[src/rtl/stk_pkg.sv]
package stk_pkg;

  typedef enum logic [3:0] {
    OP_NOP  = 4'd0,
    OP_LOAD = 4'd1,
    OP_STOR = 4'd2,
    OP_ADD  = 4'd3,
    OP_SUB  = 4'd4,
    OP_MUL  = 4'd5,
    OP_DIV  = 4'd6,
    OP_STOP = 4'd15
  } opcode_e;

  typedef enum logic [2:0] {
    ST_FETCH,
    ST_EXEC,
    ST_LOAD,
    ST_DONE,
    ST_FAULT
  } core_state_e;

  localparam int OPC_W = 4;

endpackage

[src/rtl/stk_alu.sv]
module stk_alu
  import stk_pkg::*;
#(
  parameter int W = 16
) (
  input  logic [OPC_W-1:0] opc,
  input  logic [W-1:0]     lhs,
  input  logic [W-1:0]     rhs,
  output logic [W-1:0]     res,
  output logic             div_zero
);

  function automatic logic [W-1:0] f_quot(input logic [W-1:0] a, input logic [W-1:0] b);
    logic signed [W-1:0] sa;
    logic signed [W-1:0] sb;
    sa = a;
    sb = b;
    if (b == '0) return '0;
    return W'(sa / sb);
  endfunction

  function automatic logic [W-1:0] f_eval(input logic [OPC_W-1:0] op,
                                          input logic [W-1:0] a,
                                          input logic [W-1:0] b);
    case (op)
      OP_ADD:  return a + b;
      OP_SUB:  return a - b;
      OP_MUL:  return W'(a * b);
      OP_DIV:  return f_quot(a, b);
      default: return '0;
    endcase
  endfunction

  assign res      = f_eval(opc, lhs, rhs);
  assign div_zero = (opc == OP_DIV) && (rhs == '0);

endmodule

[src/rtl/stk_regs.sv]
module stk_regs #(
  parameter int W     = 16,
  parameter int DEPTH = 8,
  parameter int CNT_W = $clog2(DEPTH + 1),
  parameter int IDX_W = $clog2(DEPTH)
) (
  input  logic             clk,
  input  logic             rst_n,
  input  logic             push_en,
  input  logic             pop_en,
  input  logic             fold_en,
  input  logic [W-1:0]     push_data,
  input  logic [W-1:0]     fold_data,
  output logic [W-1:0]     top_q,
  output logic [W-1:0]     below_q,
  output logic [CNT_W-1:0] depth,
  output logic             full,
  output logic             empty,
  output logic             two_ok
);

  logic [CNT_W-1:0] depth_q;
  logic [IDX_W-1:0] wr_idx, top_idx, below_idx;
  logic [W-1:0]     slot_w [DEPTH];

  assign wr_idx    = IDX_W'(depth_q);
  assign top_idx   = IDX_W'(depth_q - CNT_W'(1));
  assign below_idx = IDX_W'(depth_q - CNT_W'(2));

  for (genvar i = 0; i < DEPTH; i++) begin : g_slot
    logic [W-1:0] q;
    always_ff @(posedge clk) begin
      if (!rst_n) begin
        q <= '0;
      end else if (push_en && (wr_idx == IDX_W'(i))) begin
        q <= push_data;
      end else if (fold_en && (below_idx == IDX_W'(i))) begin
        q <= fold_data;
      end
    end
    assign slot_w[i] = q;
  end

  always_ff @(posedge clk) begin
    if (!rst_n) begin
      depth_q <= '0;
    end else if (push_en) begin
      depth_q <= depth_q + CNT_W'(1);
    end else if (pop_en || fold_en) begin
      depth_q <= depth_q - CNT_W'(1);
    end
  end

  assign top_q   = slot_w[top_idx];
  assign below_q = slot_w[below_idx];
  assign depth   = depth_q;
  assign full    = (depth_q == CNT_W'(DEPTH));
  assign empty   = (depth_q == '0);
  assign two_ok  = (depth_q >= CNT_W'(2));

endmodule

[src/rtl/stk_ctrl.sv]
module stk_ctrl
  import stk_pkg::*;
#(
  parameter int INSTR_W = 16,
  parameter int PC_W    = 8,
  parameter int ADDR_W  = 8
) (
  input  logic               clk,
  input  logic               rst_n,
  input  logic [INSTR_W-1:0] instr,
  input  logic               full,
  input  logic               empty,
  input  logic               two_ok,
  input  logic               div_zero,
  output logic [PC_W-1:0]    pc,
  output logic [OPC_W-1:0]   opc,
  output logic [ADDR_W-1:0]  maddr,
  output logic               rd_en,
  output logic               wr_en,
  output logic               push_en,
  output logic               pop_en,
  output logic               fold_en,
  output logic               fault_ev,
  output logic               done,
  output logic               error
);

  core_state_e        st_q, st_d;
  logic [PC_W-1:0]    pc_q;
  logic [OPC_W-1:0]   opc_q;
  logic [ADDR_W-1:0]  addr_q;
  logic               done_q, err_q;
  logic               set_err, set_done;
  logic               unused_field;

  assign unused_field = ^instr[INSTR_W-OPC_W-1:ADDR_W];

  always_comb begin
    st_d     = st_q;
    rd_en    = 1'b0;
    wr_en    = 1'b0;
    push_en  = 1'b0;
    pop_en   = 1'b0;
    fold_en  = 1'b0;
    fault_ev = 1'b0;
    set_err  = 1'b0;
    set_done = 1'b0;
    case (st_q)
      ST_FETCH: st_d = ST_EXEC;
      ST_EXEC: begin
        st_d = ST_FETCH;
        case (opc_q)
          OP_LOAD: begin
            if (full) begin
              fault_ev = 1'b1;
              st_d     = ST_FAULT;
            end else begin
              rd_en = 1'b1;
              st_d  = ST_LOAD;
            end
          end
          OP_STOR: begin
            if (empty) begin
              fault_ev = 1'b1;
              st_d     = ST_FAULT;
            end else begin
              wr_en  = 1'b1;
              pop_en = 1'b1;
            end
          end
          OP_ADD, OP_SUB, OP_MUL, OP_DIV: begin
            if (!two_ok) begin
              fault_ev = 1'b1;
              st_d     = ST_FAULT;
            end else begin
              fold_en = 1'b1;
              set_err = div_zero;
            end
          end
          OP_STOP: begin
            set_done = 1'b1;
            st_d     = ST_DONE;
          end
          default: st_d = ST_FETCH;
        endcase
      end
      ST_LOAD: begin
        push_en = 1'b1;
        st_d    = ST_FETCH;
      end
      default: st_d = st_q;
    endcase
  end

  always_ff @(posedge clk) begin
    if (!rst_n) begin
      st_q   <= ST_FETCH;
      pc_q   <= '0;
      opc_q  <= '0;
      addr_q <= '0;
      done_q <= 1'b0;
      err_q  <= 1'b0;
    end else begin
      st_q <= st_d;
      if (st_q == ST_FETCH) begin
        opc_q  <= instr[INSTR_W-1 -: OPC_W];
        addr_q <= instr[ADDR_W-1:0];
        pc_q   <= pc_q + PC_W'(1);
      end
      done_q <= done_q | set_done;
      err_q  <= err_q | set_err | fault_ev;
    end
  end

  assign pc    = pc_q;
  assign opc   = opc_q;
  assign maddr = addr_q;
  assign done  = done_q;
  assign error = err_q;

endmodule

[src/rtl/stk_eval_core.sv]
module stk_eval_core #(
  parameter int W       = 16,
  parameter int DEPTH   = 8,
  parameter int PC_W    = 8,
  parameter int ADDR_W  = 8,
  parameter int INSTR_W = 16
) (
  input  logic               clk,
  input  logic               rst_n,
  output logic [PC_W-1:0]    imem_addr,
  input  logic [INSTR_W-1:0] imem_data,
  output logic [ADDR_W-1:0]  dmem_addr,
  output logic               dmem_rd_en,
  output logic               dmem_wr_en,
  output logic [W-1:0]       dmem_wdata,
  input  logic [W-1:0]       dmem_rdata,
  output logic               done,
  output logic               error
);

  localparam int CNT_W = $clog2(DEPTH + 1);
  localparam int IDX_W = $clog2(DEPTH);

  logic [3:0]       opc_w;
  logic [W-1:0]     top_w, below_w, res_w;
  logic [CNT_W-1:0] depth_w;
  logic             full_w, empty_w, two_w, dz_w;
  logic             push_ev, pop_ev, alu_ev, fault_ev;

  stk_ctrl #(.INSTR_W(INSTR_W), .PC_W(PC_W), .ADDR_W(ADDR_W)) u_ctrl (
    .clk      (clk),
    .rst_n    (rst_n),
    .instr    (imem_data),
    .full     (full_w),
    .empty    (empty_w),
    .two_ok   (two_w),
    .div_zero (dz_w),
    .pc       (imem_addr),
    .opc      (opc_w),
    .maddr    (dmem_addr),
    .rd_en    (dmem_rd_en),
    .wr_en    (dmem_wr_en),
    .push_en  (push_ev),
    .pop_en   (pop_ev),
    .fold_en  (alu_ev),
    .fault_ev (fault_ev),
    .done     (done),
    .error    (error)
  );

  stk_regs #(.W(W), .DEPTH(DEPTH), .CNT_W(CNT_W), .IDX_W(IDX_W)) u_regs (
    .clk       (clk),
    .rst_n     (rst_n),
    .push_en   (push_ev),
    .pop_en    (pop_ev),
    .fold_en   (alu_ev),
    .push_data (dmem_rdata),
    .fold_data (res_w),
    .top_q     (top_w),
    .below_q   (below_w),
    .depth     (depth_w),
    .full      (full_w),
    .empty     (empty_w),
    .two_ok    (two_w)
  );

  stk_alu #(.W(W)) u_alu (
    .opc      (opc_w),
    .lhs      (below_w),
    .rhs      (top_w),
    .res      (res_w),
    .div_zero (dz_w)
  );

  assign dmem_wdata = top_w;

endmodule

[config.mk]
export PLATFORM = sky130hd
export DESIGN_NAME = stk_eval_core
export DESIGN_NICKNAME = d
export VERILOG_FILES = /design/src/rtl/stk_pkg.sv /design/src/rtl/stk_alu.sv /design/src/rtl/stk_regs.sv /design/src/rtl/stk_ctrl.sv /design/src/rtl/stk_eval_core.sv
export SDC_FILE = /design/constraint.sdc
export NUM_CORES = 1
export LEC_CHECK = 0
export BUFFER_PORTS_ARGS = -buffer_cell sky130_fd_sc_hd__buf_2
export CORE_MARGIN = 2
export CORE_UTILIZATION = 31
export CTS_BUF_LIST = sky130_fd_sc_hd__clkbuf_8 sky130_fd_sc_hd__clkbuf_16
export CTS_CLUSTER_SIZE = 12
export DETAILED_ROUTE_END_ITERATION = 7
export PLACE_DENSITY = 0.51
export SYNTH_ARGS = -nofsm -noshare
export SYNTH_HDL_FRONTEND = slang
export SYNTH_SLANG_ARGS = --single-unit
[constraint.sdc]
create_clock -name clk -period 41.8 [get_ports clk]
set_input_delay 2.09 -clock clk [delete_from_list [all_inputs] [get_ports clk]]
set_output_delay 2.09 -clock clk [all_outputs]
set_load 0.02 [all_outputs]
==> reports/results.ini, run 1 <==
[synthesis]
synth_top_family_by_area=compound AO/OA/AOI/OAI gates
yosys.area.top_type=dfxtp_1
synth-xor-area-share=0.0712
syn_inst=2793
syn_area_per_cell_um2=7.93
synth_edf_count=0
syn-num-nets=3125
synth_area_um2=22100
synth-compound-area-share=0.232
ys_seq_area_frac=0.142
synth.ff_latch_count=157
post_synth_mux_area_share=0.107
synth_top_flop_cell=dfxtp_1
async_flop_share=0
synthAdderAreaFrac=0.196
yosysWarnings=0
synthSimpleGateAreaFrac=0.188
synth.area.top_cells=dfxtp_1, ha_1, fa_1
synth_cell_types=103
yosys.area.top_type_share=0.142

[clocking]
cts_htree_levels=4
clock-sinks=157
numCtsBuffers=17
path_clk_slew_ps=70
cts_tree=built
cts.root.buffer_cell=clkbuf_16
clk_latency_ps=450
clockBufferDepth=2

[sta]
fmax_mhz=25.7
fin_worst_skew_ps=10.2
post-route-period-util=0.930
finalCriticalPeriod_ps=38870
rsz0062_at_grt=no
finalSetupViolations=0
worst_pin_slew_ps=1290
hold_violations=0
max_slew_margin=0.134
drv_slew=0
setup_tns_ps=0

[status]
status=finished, final reports clean

[drt]
drc_errors=0
ant_nets=0
drtIter0Drc=1929
first_pass_iters=5
dr_total_vias=21390
vias_per_cell=5.73
wl_per_cell_um=22.3
routed_wirelength_um=83400

[setup_path]
reg2regPathDepth=163
critPathMaxFanout=21
cp_slowest_cell=mux4_2
worst-r2r-setup-slack_ps=2930
cp-start-kind=flip-flop
critical_path_required_ps=42180
r2r_end=u_regs.g_slot[3].q[15]
worstSetupEndpointType=flip-flop
crit_type=flip-flop to flip-flop
arrival_ps=39250
slowest_delay_ps=570
reg2reg_from=u_regs.depth[1]

[grt]
grt_overflow=0
grt_max_degree=89
grt_pass1_vias=20604
antenna_found_initial=4
grt_usage=0.220
grt_first_pass_wirelength_um=126000

[place]
io_buffers=65
dp_hpwl_um=62800
gp_congestion=0.964

[die]
rows=97
io_pins=70
initial_utilization=0.315
die_h_um=271
core_um2=70400
die_area_um2=73600
die_w_um=271

[cells_and_area]
regArea_um2=3150
antenna_cells=0
multi_input_area_um2=17800
fill_cells=7497
drive_above_1_share=0.126
layout.nets=3115
syn2layout_area_growth_pct=9.61

[min_path]
hp-start=u_ctrl.maddr[0]
min_path_type=flip-flop to flip-flop
worstHoldPathCells=2
hold_path_end=u_ctrl.maddr[0]

[run]
max_cap_viol_count=0

## layout make-up
class                      instances  share of cell area
multi-input combinational       2291               0.735
sequential                       157               0.130
tap                              940              0.0485
timing repair buffer             125              0.0330
inverter                         191              0.0296
clock buffer                      17              0.0175
clock inverter                    15             0.00639
## worst max path at each step
stage	endpoint	start	slack, ps	depth (start not counted)
floorplan	u_regs.g_slot[4].q[13]	u_regs.depth[0]	6880	178
global placement	u_regs.g_slot[3].q[15]	u_regs.depth[0]	1430	160
detailed placement	u_regs.g_slot[3].q[15]	u_regs.depth[0]	1130	157
CTS	u_regs.g_slot[3].q[15]	u_regs.depth[0]	960	157
global route	u_regs.g_slot[2].q[12]	u_regs.depth[1]	50	165
finish	u_regs.g_slot[3].q[15]	u_regs.depth[1]	2930	163
## cell families (layout without fill, tap and decap cells)
kind of cell / Yosys count / count (layout)
AOI/OAI and AO/OA: 739 / 739
adders and majority gates: 298 / 298
and+or+nand+nor: 926 / 926
buffers and inverters: 345 / 348
DFF: 157 / 157
muxes: 151 / 151
xor gates and xnor gates: 177 / 177
## Yosys cell counts, types with 20 or more instances
cell type  instances
mux4_2            58
inv_1            183
nor3_1            61
or3_1             23
mux2_2            36
a21oi_1          127
and3_1            28
dfxtp_1          157
o21a_1            42
fa_1              81
a21boi_0          85
nand3_1           42
a22oi_1          114
ha_1             217
nand2_1          387
and2_1            32
nor2_1           235
a21o_1            36
a21boi_1          37
a22o_1            26
a31oi_1           21
buf_2             23
xnor2_1          130
nand2b_1          20
nor2b_1           23
clkbuf_1          97
mux2i_1           45
xor2_1            45
o21ai_0          120
## routing by layer
| layer | part of all wire | global-route usage |
|---|---|---|
| met2 | 0.48 | 0.374 |
| met4 | 0.032 | 0.0726 |
| met5 | 0.00041 | 0 |
| met3 | 0.065 | 0.0285 |
| met1 | 0.43 | 0.289 |
## critical path, delay by kind of cell, from the launching register on
kind	cells	cell delay, ps
xor+xnor	2	440
fa+ha+maj	17	5260
compound gates	80	17350
simple gates	48	11170
buf+inv	10	2040
mux	6	2090
flops	1	350
## through the flow
step	utilization	hold slack, ps	setup WS [ps]	instances	cell area [um^2]
after global routing	0.345	498	53.2	3736	24300
after global placement	0.333	450	1430	3699	23400
after floorplan	-	477	6880	2793	22100
after detailed placement	0.333	455	1130	3699	23400
after CTS	0.341	465	957	3731	24000
final	0.345	462	2930	3736	24300
## flip-flops by register name (all words and copies together), names as in the netlist
name	count
u_ctrl.opc	4
u_regs.g_slot.q	128
u_ctrl.done	1
u_regs.depth	4
u_ctrl.maddr	8
u_ctrl.pc	8
u_ctrl.st_q	3
u_ctrl.error	1
## placed cells by master (no fill, tap or decap), types with 37 or more instances in the layout
cell type    n
mux4_2      58
dfxtp_1    156
a21boi_1    37
a21boi_0    85
fa_1        81
nor2_1     224
xor2_1      45
a21oi_1    124
buf_4       59
nand3_1     41
o21ai_0    118
xnor2_1    128
a22oi_1    114
o21a_1      42
nand2_1    386
nor3_1      59
buf_2       64
mux2i_1     41
ha_1       215
inv_1      183
## repair_timing
action | in CTS | in global routing
endpoints found under the setup margin | 0 | 128
hold buffers | 0 | 0
setup buffers | 0 | 5
resized for setup | 0 | 35
Power of run 1 is left out: the tool's default activity adds up to more than one toggle a clock period on the data nets, which glitch-free logic cannot reach.
==> run 2: changes to the inputs <==
- CTS_CLUSTER_DIAMETER: not set -> 100
- PLACE_DENSITY: 0.51 -> not set
- PLACE_DENSITY_LB_ADDON: not set -> 0.3
==> run 2 against run 1 <==
Effect of this change:
- sequential cell count stayed put
- worst setup slack worse by 180 ps
- largest cell class unchanged
- wire length is 4.1% lower
- fmax is 0.47% lower
- first-iteration DRC count is 0.31% higher
==> reports/results.ini, run 2 (same netlist as run 1, synthesis figures left out) <==
[sta]
layout_setup_ws_ps=2750
fin_worst_skew_ps=12.2
finalCriticalPeriod_ps=39050
finalSetupViolations=0
hold_violations=0
fmax_mhz=25.6
max_slew_margin=0.265
drv_slew=0
post-route-period-util=0.934
worst_pin_slew_ps=1100

[cells_and_area]
layout.nets=3131
largest_reg_flops=128
final_util=0.346
layout_common_cells=nand2_1, nor2_1, ha_1
final_common_cell=nand2_1
antenna_cells=0
syn2layout_area_growth_pct=9.97
stdcell_area_um2=24300
regMostFlops=u_regs.g_slot.q
fill_cells=7525
drive_above_1_share=0.128
regArea_um2=3150
multi_input_area_um2=17800

[grt]
grt_overflow=0
grt_first_pass_wirelength_um=122000
grt_max_degree=97
grt_usage=0.213
antenna_found_initial=3
grt_pass1_vias=20047

[drt]
wl_per_cell_um=21.3
dr_total_vias=21066
routed_wirelength_um=80000
vias_per_cell=5.61
ant_nets=0
drtIter0Drc=1935
drc_errors=0
first_pass_iters=5

[clocking]
clk_latency_ps=450
clockBufferDepth=2
cts.root.buffer_cell=clkbuf_16
cts_tree=built
path_clk_slew_ps=70
clock-sinks=157
cts_htree_levels=4
numCtsBuffers=17

[setup_path]
cp-start-kind=flip-flop
cp_slowest_cell=dfxtp_4
crit_type=flip-flop to flip-flop
reg2regPathDepth=160
critical_path_required_ps=42190
slowest_delay_ps=550
critPathMaxFanout=21
arrival_ps=39440
worstSetupEndpointType=flip-flop

[die]
core_um2=70400
io_pins=70
die_area_um2=73600
die_h_um=271
die_w_um=271
rows=97
initial_utilization=0.315

[place]
postPlaceCellArea_um2=23600
gp_congestion=0.957
place_ws_ps=1560
io_buffers=65
dp_hpwl_um=59600

[status]
status=finished, final reports clean

[min_path]
min_path_type=flip-flop to flip-flop
worstHoldPathCells=2

[run]
max_cap_viol_count=0

run 2: worst paths after layout:
path | from | to | slack [ps]
min | u_ctrl.maddr[2] | u_ctrl.maddr[2] | 460
max reg2reg | u_regs.depth[0] | u_regs.g_slot[3].q[10] | 2750
min reg2reg | u_ctrl.maddr[2] | u_ctrl.maddr[2] | 460
max | u_regs.depth[0] | u_regs.g_slot[3].q[10] | 2750
run 2: final cells by class:
cell class,count,area share
multi-input combinational,2291,0.731
sequential,157,0.129
tap,940,0.0483
timing repair buffer,141,0.0379
inverter,191,0.0294
clock buffer,20,0.0192
clock inverter,12,0.00524
run 2: per-stage QoR:
stage,cells,setup TNS (ps),hold WS [ps]
after detailed placement,3715,0,455
after floorplan,2793,0,477
after global placement,3715,0,446
after global routing,3752,-3.61,490
after CTS,3747,0,465
final,3752,0,460
run 2: repair_timing:
item / in CTS / in global routing
endpoints found under the setup margin: 0 / 128
gates resized for setup: 0 / 25
hold buffers: 0 / 0
buffers inserted: 0 / 5
run 2: worst max-delay path: cells and delay by family, from the launching register on:
kind,cells,cell delay [ps]
buffers and inverters,9,1930
muxes,8,2860
AOI/OAI and AO/OA,81,18590
xor gates and xnor gates,2,430
adders and majority gates,18,5340
DFF,1,550
and+or+nand+nor,42,9100
run 2: per-layer routing:
layer | global-route usage | wire length, um
met1 | 0.289 | 35300
met2 | 0.350 | 37300
met3 | 0.0287 | 5120
met4 | 0.0661 | 2370
met5 | 0 | 13
Power of run 2 is left out for the same reason.
==> run 3: changes to the inputs <==
- REMOVE_ABC_BUFFERS: not set -> 1
==> run 3 against run 2 <==
Effect of this change:
- die area is the same
- clock skew grew 4.6 ps
- highest routed layer unchanged
- worst hold slack gained 2.5 ps
- critical path depth grew 1
- wire length shrank 1.1%
- register-to-register slack gained 20 ps
- critical endpoint is now u_regs.g_slot[6].q[12]
- critical path type unchanged
- worst setup slack gained 21 ps
- non-clock buffer count grew 6
==> reports/results.ini, run 3 (same netlist as run 1, synthesis figures left out) <==
[status]
status=finished, final reports clean

[setup_path]
critPathMaxFanout=21
reg2regPathDepth=161
reg2reg_from=u_regs.depth[0]
cp-start-kind=flip-flop
worstSetupEndpointType=flip-flop
slowest_delay_ps=580
r2r_end=u_regs.g_slot[6].q[12]
cp_slowest_cell=dfxtp_4
critical_path_required_ps=42170
crit_type=flip-flop to flip-flop
path_buf_inv=9
arrival_ps=39400
cpLargestDelayFamily=compound AO/OA/AOI/OAI gates
worst-r2r-setup-slack_ps=2770
cp_common_cell=ha_1

[sta]
layout_setup_ws_ps=2770
finalCriticalPeriod_ps=39030
worst_pin_slew_ps=1160
fmax_mhz=25.6
finalSetupViolations=0
post-route-period-util=0.934
max_slew_margin=0.224
hold_violations=0
fin_worst_skew_ps=16.8
drv_slew=0

[place]
io_buffers=65
gp_congestion=0.940
place_inst=3725
dp_hpwl_um=59200
place_ws_ps=2180

[cells_and_area]
final_cells=3758
regMostFlops=u_regs.g_slot.q
syn2layout_area_growth_pct=9.82
fill_cells=7572
drive_above_1_share=0.127
layout.nets=3137
final_common_cell=nand2_1
layout_common_cells=nand2_1, nor2_1, ha_1
largest_reg_flops=128
antenna_cells=0

[clocking]
hold_buffers=0
cts.root.buffer_cell=clkbuf_16
numCtsBuffers=17
clock-sinks=157
cts_htree_levels=4
clockBufferDepth=2
cts_tree=built
path_clk_slew_ps=70
clk_latency_ps=450

[grt]
grt_usage=0.211
grt_overflow=0
antenna_found_initial=3
grt_first_pass_wirelength_um=122000
grt_pass1_vias=20347
grt_max_degree=87

[drt]
route.met3.wl_um=5780
routed_wirelength_um=79200
met2_wirelength_um=36600
first_pass_iters=6
wl_per_cell_um=21.1
ant_nets=0
vias_per_cell=5.63
wl_met1_um=34100
dr_total_vias=21146
drc_errors=0
highest_layer=met5
drtIter0Drc=1908

[run]
max_cap_viol_count=0

[min_path]
hp-start=u_ctrl.maddr[5]
worstHoldPathCells=2
min_path_type=flip-flop to flip-flop
hold_path_end=u_ctrl.maddr[5]

[die]
core_um2=70400
rows=97
die_h_um=271
die_area_um2=73600
io_pins=70
die_w_um=271
initial_utilization=0.315

[run 3: cell count changes in the layout (fill, tap and decap cells not counted), moves of 2 or more]
cell / delta
nor2_2: -2
clkbuf_8: -2
buf_4: +7
o21ai_0: +2
o21ai_4: -2
nor2_1: +2
clkinv_8: +2
clkinvlp_4: +3
[run 3: final cells by class]
| type | count | area, um^2 | area share |
|---|---|---|---|
| sequential | 157 | 3150 | 0.129 |
| clock inverter | 14 | 155 | 0.00638 |
| multi-input combinational | 2291 | 17700 | 0.729 |
| clock buffer | 18 | 439 | 0.0181 |
| tap | 940 | 1180 | 0.0484 |
| timing repair buffer | 147 | 951 | 0.0391 |
| inverter | 191 | 721 | 0.0296 |
[run 3: timing repair]
| action | in CTS | in global routing |
|---|---|---|
| endpoints found under the setup margin | 0 | 128 |
| gates resized for setup | 0 | 12 |
| setup buffers | 0 | 1 |
[run 3: stage by stage]
stage	util	area (um^2)	hold slack, ps	setup TNS [ps]
2_1_floorplan	-	21500	477	0
3_3_place_gp	0.336	23600	451	0
3_5_place_dp	0.336	23600	453	0
4_1_cts	0.344	24200	466	0
5_1_grt	0.345	24300	487	-0.796
6_report	0.345	24300	463	0
[run 3: worst reg2reg max path: cells and delay by family, from the launching register on]
family	cells	cell delay, ps
AO/OA/AOI/OAI	81	18160
AND/OR/NAND/NOR	41	9550
adder cells (fa/ha/maj)	18	5320
multiplexers	9	2730
buffers and inverters	9	2040
flip-flops	1	580
XOR/XNOR	3	540
[run 3: worst max path at each step]
stage | from | end | depth (start not counted)
CTS | u_regs.depth[0] | u_regs.g_slot[4].q[13] | 155
floorplan | u_regs.depth[0] | u_regs.g_slot[4].q[5] | 151
finish | u_regs.depth[0] | u_regs.g_slot[6].q[12] | 161
global placement | u_regs.depth[0] | u_regs.g_slot[5].q[13] | 155
detailed placement | u_regs.depth[0] | u_regs.g_slot[4].q[13] | 155
global route | u_regs.depth[2] | u_regs.g_slot[1].q[13] | 159
[run 3: routing by layer]
metal | GRT usage | vias to the layer above
met4 | 0.0690 | 2
li1 | - | 9970
met3 | 0.0357 | 154
met1 | 0.276 | 10245
met5 | 0 | -
met2 | 0.351 | 775
Power of run 3 is left out for the same reason.
